--- src/rtl/ocmp_pkg.sv ---
package ocmp_pkg;
  typedef enum logic [2:0] {
    MD_OFF     = 3'b000,
    MD_HIGH    = 3'b001,
    MD_LOW     = 3'b010,
    MD_TOGGLE  = 3'b011,
    MD_ONESHOT = 3'b100,
    MD_PULSES  = 3'b101,
    MD_PWM     = 3'b110,
    MD_PWM_FLT = 3'b111
  } ocmp_mode_e;

  localparam logic [1:0] A_MODE = 2'd0;
  localparam logic [1:0] A_PRI  = 2'd1;
  localparam logic [1:0] A_SEC  = 2'd2;
  localparam logic [1:0] A_CLR  = 2'd3;
endpackage

--- src/rtl/ocmp_timebase.sv ---
module ocmp_timebase #(
  parameter int CW = 16
) (
  input  logic [CW-1:0]   tmr_a,
  input  logic [CW-1:0]   tmr_b,
  input  logic            per_a,
  input  logic            per_b,
  input  logic            tb_sel,
  input  logic            wide,
  output logic [2*CW-1:0] cnt,
  output logic            per
);
  always_comb begin
    if (wide) begin
      cnt = {tmr_b, tmr_a};
      per = per_b;
    end else begin
      cnt = {{CW{1'b0}}, (tb_sel ? tmr_b : tmr_a)};
      per = tb_sel ? per_b : per_a;
    end
  end
endmodule

--- src/rtl/ocmp_compare.sv ---
module ocmp_compare #(
  parameter int CW = 16,
  parameter int NCH = 2
) (
  input  logic [2*CW-1:0]          cnt,
  input  logic                     wide,
  input  logic [NCH-1:0][2*CW-1:0] cmp,
  output logic [NCH-1:0]           hit
);
  for (genvar i = 0; i < NCH; i++) begin : g_ch
    logic hi_eq, lo_eq;
    assign lo_eq = (cnt[CW-1:0] == cmp[i][CW-1:0]);
    assign hi_eq = (cnt[2*CW-1:CW] == cmp[i][2*CW-1:CW]);
    assign hit[i] = lo_eq & (hi_eq | ~wide);
  end
endmodule

--- src/rtl/ocmp_core.sv ---
module ocmp_core
  import ocmp_pkg::*;
#(
  parameter int DW = 32,
  parameter int AW = 2
) (
  input  logic          clk,
  input  logic          rst,
  input  logic          wr_en,
  input  logic [AW-1:0] wr_addr,
  input  logic [DW-1:0] wr_data,
  input  logic          per,
  input  logic          hit_p,
  input  logic          hit_s,
  input  logic          fault,
  output logic [DW-1:0] pri_q,
  output logic [DW-1:0] sec_q,
  output logic          pin_q,
  output logic          oe,
  output logic          irq_q
);
  ocmp_mode_e mode_q;
  logic done_q, flt_q;
  logic q_n, done_n, flt_n, set_flag;
  logic mode_wr, clr_wr, pwm;

  assign mode_wr = wr_en && (wr_addr == A_MODE);
  assign clr_wr  = wr_en && (wr_addr == A_CLR) && wr_data[0];
  assign pwm     = (mode_q == MD_PWM) || (mode_q == MD_PWM_FLT);
  assign oe      = (mode_q != MD_OFF) && !flt_q;

  always_comb begin
    q_n = pin_q;
    done_n = done_q;
    flt_n = flt_q;
    set_flag = 1'b0;
    if (mode_wr) begin
      q_n = (wr_data[2:0] == MD_LOW);
      done_n = 1'b0;
      flt_n = 1'b0;
    end else begin
      unique case (mode_q)
        MD_OFF: q_n = 1'b0;
        MD_HIGH: if (hit_p) begin q_n = 1'b1; set_flag = 1'b1; end
        MD_LOW: if (hit_p) begin q_n = 1'b0; set_flag = 1'b1; end
        MD_TOGGLE: if (hit_p) begin q_n = ~pin_q; set_flag = 1'b1; end
        MD_ONESHOT, MD_PULSES: begin
          if (!done_q) begin
            if (hit_p && !pin_q) q_n = 1'b1;
            else if (hit_s && pin_q) begin
              q_n = 1'b0;
              set_flag = 1'b1;
              done_n = (mode_q == MD_ONESHOT);
            end
          end
        end
        default: begin
          if ((mode_q == MD_PWM_FLT) && (fault || flt_q)) begin
            set_flag = fault && !flt_q;
            flt_n = 1'b1;
            q_n = 1'b0;
          end else if (per) q_n = 1'b1;
          else if (hit_p) q_n = 1'b0;
        end
      endcase
    end
  end

  always_ff @(posedge clk) begin
    if (rst) begin
      mode_q <= MD_OFF;
      pri_q  <= '0;
      sec_q  <= '0;
      pin_q  <= 1'b0;
      done_q <= 1'b0;
      flt_q  <= 1'b0;
      irq_q  <= 1'b0;
    end else begin
      if (mode_wr) mode_q <= ocmp_mode_e'(wr_data[2:0]);
      if (wr_en && wr_addr == A_PRI) pri_q <= wr_data;
      else if (pwm && per) pri_q <= sec_q;
      if (wr_en && wr_addr == A_SEC) sec_q <= wr_data;
      pin_q  <= q_n;
      done_q <= done_n;
      flt_q  <= flt_n;
      if (set_flag) irq_q <= 1'b1;
      else if (clr_wr) irq_q <= 1'b0;
    end
  end

  assert_off_low_R12: assert property (@(posedge clk) disable iff (rst)
    (mode_q == MD_OFF) |-> (!pin_q && !oe));

  assert_oneshot_hold_R5: assert property (@(posedge clk) disable iff (rst)
    (mode_q == MD_ONESHOT && done_q && !mode_wr) |=> $stable(pin_q));

  assert_fault_kill_R10: assert property (@(posedge clk) disable iff (rst)
    (mode_q == MD_PWM_FLT && fault && !mode_wr) |=> (!pin_q && !oe && irq_q));

  assert_flag_sticky_R11: assert property (@(posedge clk) disable iff (rst)
    (irq_q && !clr_wr) |=> irq_q);

  assert_duty_reload_R9: assert property (@(posedge clk) disable iff (rst)
    (pwm && per && !mode_wr && !(wr_en && wr_addr == A_PRI)) |=> (pri_q == $past(sec_q)));
endmodule

--- src/rtl/ocmp_unit.sv ---
module ocmp_unit #(
  parameter int CW = 16
) (
  input  logic          clk,
  input  logic          rst,
  input  logic [CW-1:0] tmr_a,
  input  logic [CW-1:0] tmr_b,
  input  logic          per_a,
  input  logic          per_b,
  input  logic          tb_sel,
  input  logic          wide,
  input  logic          fault,
  input  logic          wr_en,
  input  logic [1:0]    wr_addr,
  input  logic [2*CW-1:0] wr_data,
  output logic          oc_pin,
  output logic          oc_oe,
  output logic          oc_irq
);
  localparam int DW = 2 * CW;

  logic [DW-1:0] cnt, pri, sec;
  logic per;
  logic [1:0] hit;
  logic [1:0][DW-1:0] cmp;

  assign cmp[0] = pri;
  assign cmp[1] = sec;

  ocmp_timebase #(.CW(CW)) tb_i (
    .tmr_a(tmr_a), .tmr_b(tmr_b), .per_a(per_a), .per_b(per_b),
    .tb_sel(tb_sel), .wide(wide), .cnt(cnt), .per(per)
  );

  ocmp_compare #(.CW(CW), .NCH(2)) cmp_i (
    .cnt(cnt), .wide(wide), .cmp(cmp), .hit(hit)
  );

  ocmp_core #(.DW(DW), .AW(2)) core_i (
    .clk(clk), .rst(rst), .wr_en(wr_en), .wr_addr(wr_addr), .wr_data(wr_data),
    .per(per), .hit_p(hit[0]), .hit_s(hit[1]), .fault(fault),
    .pri_q(pri), .sec_q(sec), .pin_q(oc_pin), .oe(oc_oe), .irq_q(oc_irq)
  );
endmodule

--- config.mk ---
export PLATFORM = sky130hd
export DESIGN_NAME = ocmp_unit
export DESIGN_NICKNAME = d
export VERILOG_FILES = /design/src/rtl/ocmp_pkg.sv /design/src/rtl/ocmp_timebase.sv /design/src/rtl/ocmp_compare.sv /design/src/rtl/ocmp_core.sv /design/src/rtl/ocmp_unit.sv
export SDC_FILE = /design/constraint.sdc
export NUM_CORES = 1
export LEC_CHECK = 0
export BUFFER_PORTS_ARGS = -buffer_cell sky130_fd_sc_hd__buf_2
export CAP_MARGIN = 20
export CORE_MARGIN = 3
export CORE_UTILIZATION = 52
export DETAILED_ROUTE_END_ITERATION = 6
export GPL_TIMING_DRIVEN = 0
export PLACE_DENSITY = 0.88
export SYNTH_ARGS = -nofsm -noshare
export SYNTH_HDL_FRONTEND = slang
export SYNTH_SLANG_ARGS = --single-unit
--- constraint.sdc ---
create_clock -name clk -period 2.2 [get_ports clk]
set_input_delay 0 -clock clk [delete_from_list [all_inputs] [get_ports clk]]
set_output_delay 0 -clock clk [all_outputs]
set_load 0.03 [all_outputs]
Yosys cells after proc, flatten, opt, wreduce, memory -nomap -nowiden
Index checks and enable logic that the tools add are counted.
{"block": "op_classes", "n_eq_ne": 19, "mux": 28, "bitwise": 7, "reduce_logical": 26}
{"op": "$mux 32", "n": 3}
{"op": "$eq 16x16->1", "n": 4}
{"op": "$mux 1", "n": 22}
{"op": "$mux 16", "n": 1}
{"op": "$eq 3x3->1 const B", "n": 4}
{"op": "$logic_and 1x1->1", "n": 11}
{"op": "$eq 3x2->1 const B", "n": 3}
{"op": "$ne 3x1->1 const B", "n": 2}
{"op": "$reduce_or 6->1", "n": 1}
{"op": "$pmux 1 s5", "n": 1}
{"op": "$eq 2x2->1 const B", "n": 2}
{"op": "$ne 4x1->1 const B", "n": 1}
{"op": "$reduce_and 4->1", "n": 1}
{"op": "$reduce_bool 2->1", "n": 2}
{"op": "$reduce_or 2->1", "n": 2}
{"op": "$eq 3x1->1 const B", "n": 1}
{"op": "$logic_not 3->1", "n": 1}
{"op": "$ne 3x3->1 const B", "n": 1}
{"op": "$not 1->1", "n": 3}
{"op": "$pmux 1 s3", "n": 1}
{"op": "$reduce_bool 3->1", "n": 1}
{"op": "$reduce_or 3->1", "n": 1}
{"op": "$and 1x1->1", "n": 2}
{"op": "$eq 2x1->1 const B", "n": 1}
{"op": "5 further kinds", "n": 8}
{"block": "totals", "ff_bits": 71, "inputBits": 74, "out_inout_bits": 3, "elab_cells": 87}

Logic depth before layout (Yosys ltp)
{"block": "logic_depth", "ltp_word": 12, "depth_mapped": 11, "depth_no_buf": 8}

By module
From an unflattened synthesis, not the netlist that was laid out.
{"block": "unflattened", "hier_cells": 467, "area_unflattened_um2": 4115.2}
{"mod": "ocmp_core", "n_inst": 1, "cells_per_inst": 343, "area_per_inst_um2": 3030.4, "seq_area_each_um2": 1421.4}
{"mod": "ocmp_compare", "n_inst": 1, "cells_per_inst": 86, "area_per_inst_um2": 695.7, "seq_area_each_um2": 0.0}
{"mod": "ocmp_timebase", "n_inst": 1, "cells_per_inst": 38, "area_per_inst_um2": 389.1, "seq_area_each_um2": 0.0}

Worst setup path after synthesis
No wires, ideal clock.
{"block": "synth_timing", "path_kind": "register to register", "startpoint": "reg core_i.sec_q[6]", "endpoint": "reg core_i.done_q", "setup_time_ps": 70, "arrival_time_ps": 2301, "required_ps": 2130, "setup_slack_ps": -170, "stages_incl_launch_ff": 8, "n_path_buf": 0, "period_less_slack_ps": 2370, "path_cell_list": "dfxtp_1 > xnor2_1 > nand4_1 > a32o_1 > or4_1 > or4_4 > or4_1 > a21oi_1"}
{"block": "synth_between", "elab_chain_cells": 6}
{"item": "start, declared", "line": "ocmp_core.sv:17", "source": "output logic [DW-1:0] sec_q,"}
{"item": "start signal, assigned", "line": "ocmp_core.sv:82", "source": "if (wr_en && wr_addr == A_SEC) sec_q <= wr_data;"}
{"item": "$eq 16x16->1", "line": "ocmp_compare.sv:12", "source": "assign lo_eq = (cnt[CW-1:0] == cmp[i][CW-1:0]);"}
{"item": "$and 1x1->1", "line": "ocmp_compare.sv:14", "source": "assign hit[i] = lo_eq & (hi_eq | ~wide);"}
{"item": "$logic_and 1x1->1", "line": "ocmp_core.sv:50", "source": "else if (hit_s && pin_q) begin"}
{"item": "$mux 1", "line": "ocmp_core.sv:50"}
{"item": "$mux 1", "line": "ocmp_core.sv:49", "source": "if (hit_p && !pin_q) q_n = 1'b1;"}
{"item": "$mux 1", "line": "ocmp_core.sv:48", "source": "if (!done_q) begin"}
{"item": "end signal, assigned", "line": "ocmp_core.sv:84", "source": "done_q <= done_n;"}
{"item": "end, declared", "line": "ocmp_core.sv:23", "source": "logic done_q, flt_q;"}
No other way between the ends.
A chain may end at the register's enable or synchronous reset.

Worst setup path in the final report
Same ends and word-level chain as after synthesis.

==> results.txt <==
RSZ-0062 raised after global routing = true
EDFF count, synth = 0
Fin worst setup slack = -249 ps
Clk buf depth = 2
Routed wire per std cell = 19.2 um
Final wirelength = 15900 um
Synth Instances = 605
Core area = 0.00846 mm2
Syn Std Cell Area = 0.00465 mm2
Die area = 0.0101 mm2
IO Port Bufs = 64
Share of layout cells above drive strength 1 = 16.8%
Sequential cell area fraction in the yosys report = 30.6%
Commonest non-fill, non-tap cell in the layout = nand2_1
Clock latency at the later pin of the worst-skew pair = 360 ps
DP Worst Slack = -819 ps
IO Count = 77
Worst Skew = 12.5 ps
Via-to-Cell Ratio = 6.17
Area growth syn-to-layout = 24.2%
Top FF cell, synth = dfxtp_1
Leakage = 2.30 nW
Data arrival time of the worst path = 2750 ps
GRT overflow = 0
Distinct cells, synth = 58
Most frequent cells in the layout = nand2_1 (89), buf_2 (72), dfxtp_1 (66)
Pre-antenna DRT Iters = 5
Outcome = finished, violations left
GPL Wtd Cong = 0.998
Max Slew Vio Count = 0
CTS buffer count = 9
Post-Route Utilization = 68.3%
Vias = 5095
Async SR Flop Fraction = 0%
Endpoints failing hold = 0
Iteration-0 DRC Markers = 497
Largest net degree at the start of global routing = 14
Required time of the critical path = 2500 ps
Vias in the first global route = 4912
Die height = 101 um
Die X = 101 um
PwrDens = 567 mW/mm2
CP Capture Type = flip-flop
Syn Nets = 679
Total GRT Usage = 31.3%
Tightest Pin Transition = 790 ps
Root buf cell = clkbuf_8
Syn avg cell area = 7.69 um2
Hold Crit Class = input pin to flip-flop
Startpoint Class = flip-flop
Period utilisation layout = 111%
First-pass GRT wire length = 24600 um
CTS clk-pin slew, worst paths = 90 ps
Finished Layout Cells = 826
Number of diodes = 0
H-tree depth = 3
Detailed placer's ending HPWL = 11800 um
Synth Register Bits = 71
Kind of critical path = flip-flop to flip-flop
Peak supply drop = 528 uV
Initial Util = 55.0%
Slew headroom = 47.3%
Final setup violation count = 3
Failing checks = negative setup slack
Post-DRT Antenna Nets = 0
Initial antenna violation count = 0
Max Fclk = 408 MHz
Residual DRC count = 0
Tmin final = 2450 ps
CTS tree = built
Clk sink count = 71
Layout Nets = 790
YS warnings = 0
Fin Setup TNS = -687 ps
Maximum fanout along the worst path = 2
# rows = 33
Max cap viols = 0
Worst hold margin = 55.1 ps
Placed insts = 774
==> path summary, 6_finish.rpt <==
| kind | from | to | slack [ps] | cells past startpoint |
|---|---|---|---|---|
| max | core_i.sec_q[6] | core_i.done_q | -250 | 7 |
| min | wr_addr[0] | core_i.irq_q | 60 | 4 |
| max reg2reg | core_i.sec_q[6] | core_i.done_q | -250 | 7 |
| min reg2reg | core_i.sec_q[5] | core_i.sec_q[5] | 490 | 2 |
==> cell type report <==
class	instances	area, um2
plain buffers	49	233
flip-flops and latches	71	1430
fillers	689	2690
clock inverters	6	92.6
well taps	105	131
inverters	25	93.8
repair buffers	100	671
clock buffers	10	128
multi-input cells	460	3000
==> per-layer routing <==
layer | routed length, um | global-route usage, %
met5 | 0 | 0
met4 | 684 | 15.5
met3 | 1500 | 5.47
met2 | 7060 | 49.1
met1 | 6650 | 41.2
==> state kept, by name, indices dropped and copies added, names as in the netlist <==
name           flops
core_i.irq_q       1
core_i.pin_q       1
core_i.mode_q      3
core_i.sec_q      32
core_i.done_q      1
core_i.flt_q       1
core_i.pri_q      32
==> Yosys cell counts (5+ instances only) <==
master / instances / area [um2]
nand2_1: 89 / 334
dfxtp_1: 71 / 1420
nor2_1: 56 / 210
a21oi_1: 45 / 225
mux2i_1: 43 / 430
clkbuf_1: 38 / 143
a211oi_1: 33 / 248
inv_1: 25 / 93.8
xor2_1: 20 / 175
o21ai_0: 19 / 95.1
xnor2_1: 17 / 149
nand3_1: 13 / 65.1
nor4bb_1: 13 / 130
nor2b_1: 8 / 50.1
o22ai_1: 8 / 50.1
nand2b_1: 7 / 43.8
nand4_1: 7 / 43.8
buf_2: 6 / 30.0
nor3_1: 6 / 30.0
a2bb2oi_1: 5 / 43.8
a32oi_1: 5 / 43.8
nand3b_1: 5 / 37.5
o221ai_1: 5 / 43.8
==> critical path: stages (launching register included) <==
cell,delay [ps]
dfxtp_4,360
xnor2_2,150
nand4_1,120
a32o_1,260
or4_1,520
or4_4,450
or4_1,410
a21oi_1,130
==> metrics by stage <==
stage	power (mW)	cell area, um2
after floorplan	1.80	4660
after global placement	2.00	5120
after detailed placement	2.02	5120
after CTS	3.25	5720
after global routing	3.38	5780
final	3.28	5780
==> repair_timing <==
item / CTS / global route
endpoints found under the setup margin: 35 / 29
hold endpoints to repair: 50 / 0
buffers inserted: 2 / 0
gates resized for setup: 11 / 17
hold buffers: 33 / 0
pin swaps: 3 / 3
==> power breakdown <==
| part | switching [mW] | internal [mW] |
|---|---|---|
| Clock | 0.564 | 0.647 |
| Sequential | 0.0695 | 1.34 |
| Combinational | 0.368 | 0.293 |
==> kinds of logic (layout without fill, tap and decap cells) <==
| logic type | count (synthesis) | after routing | share of synthesized area (%) |
|---|---|---|---|
| AOI/OAI and AO/OA | 157 | 157 | 22.7 |
| xor gates and xnor gates | 37 | 37 | 6.97 |
| buffers and inverters | 74 | 190 | 6.80 |
| DFF | 71 | 71 | 30.6 |
| muxes | 44 | 44 | 9.55 |
| and+or+nand+nor | 222 | 222 | 23.5 |
Note: power is estimated with default switching activity, not from simulation.
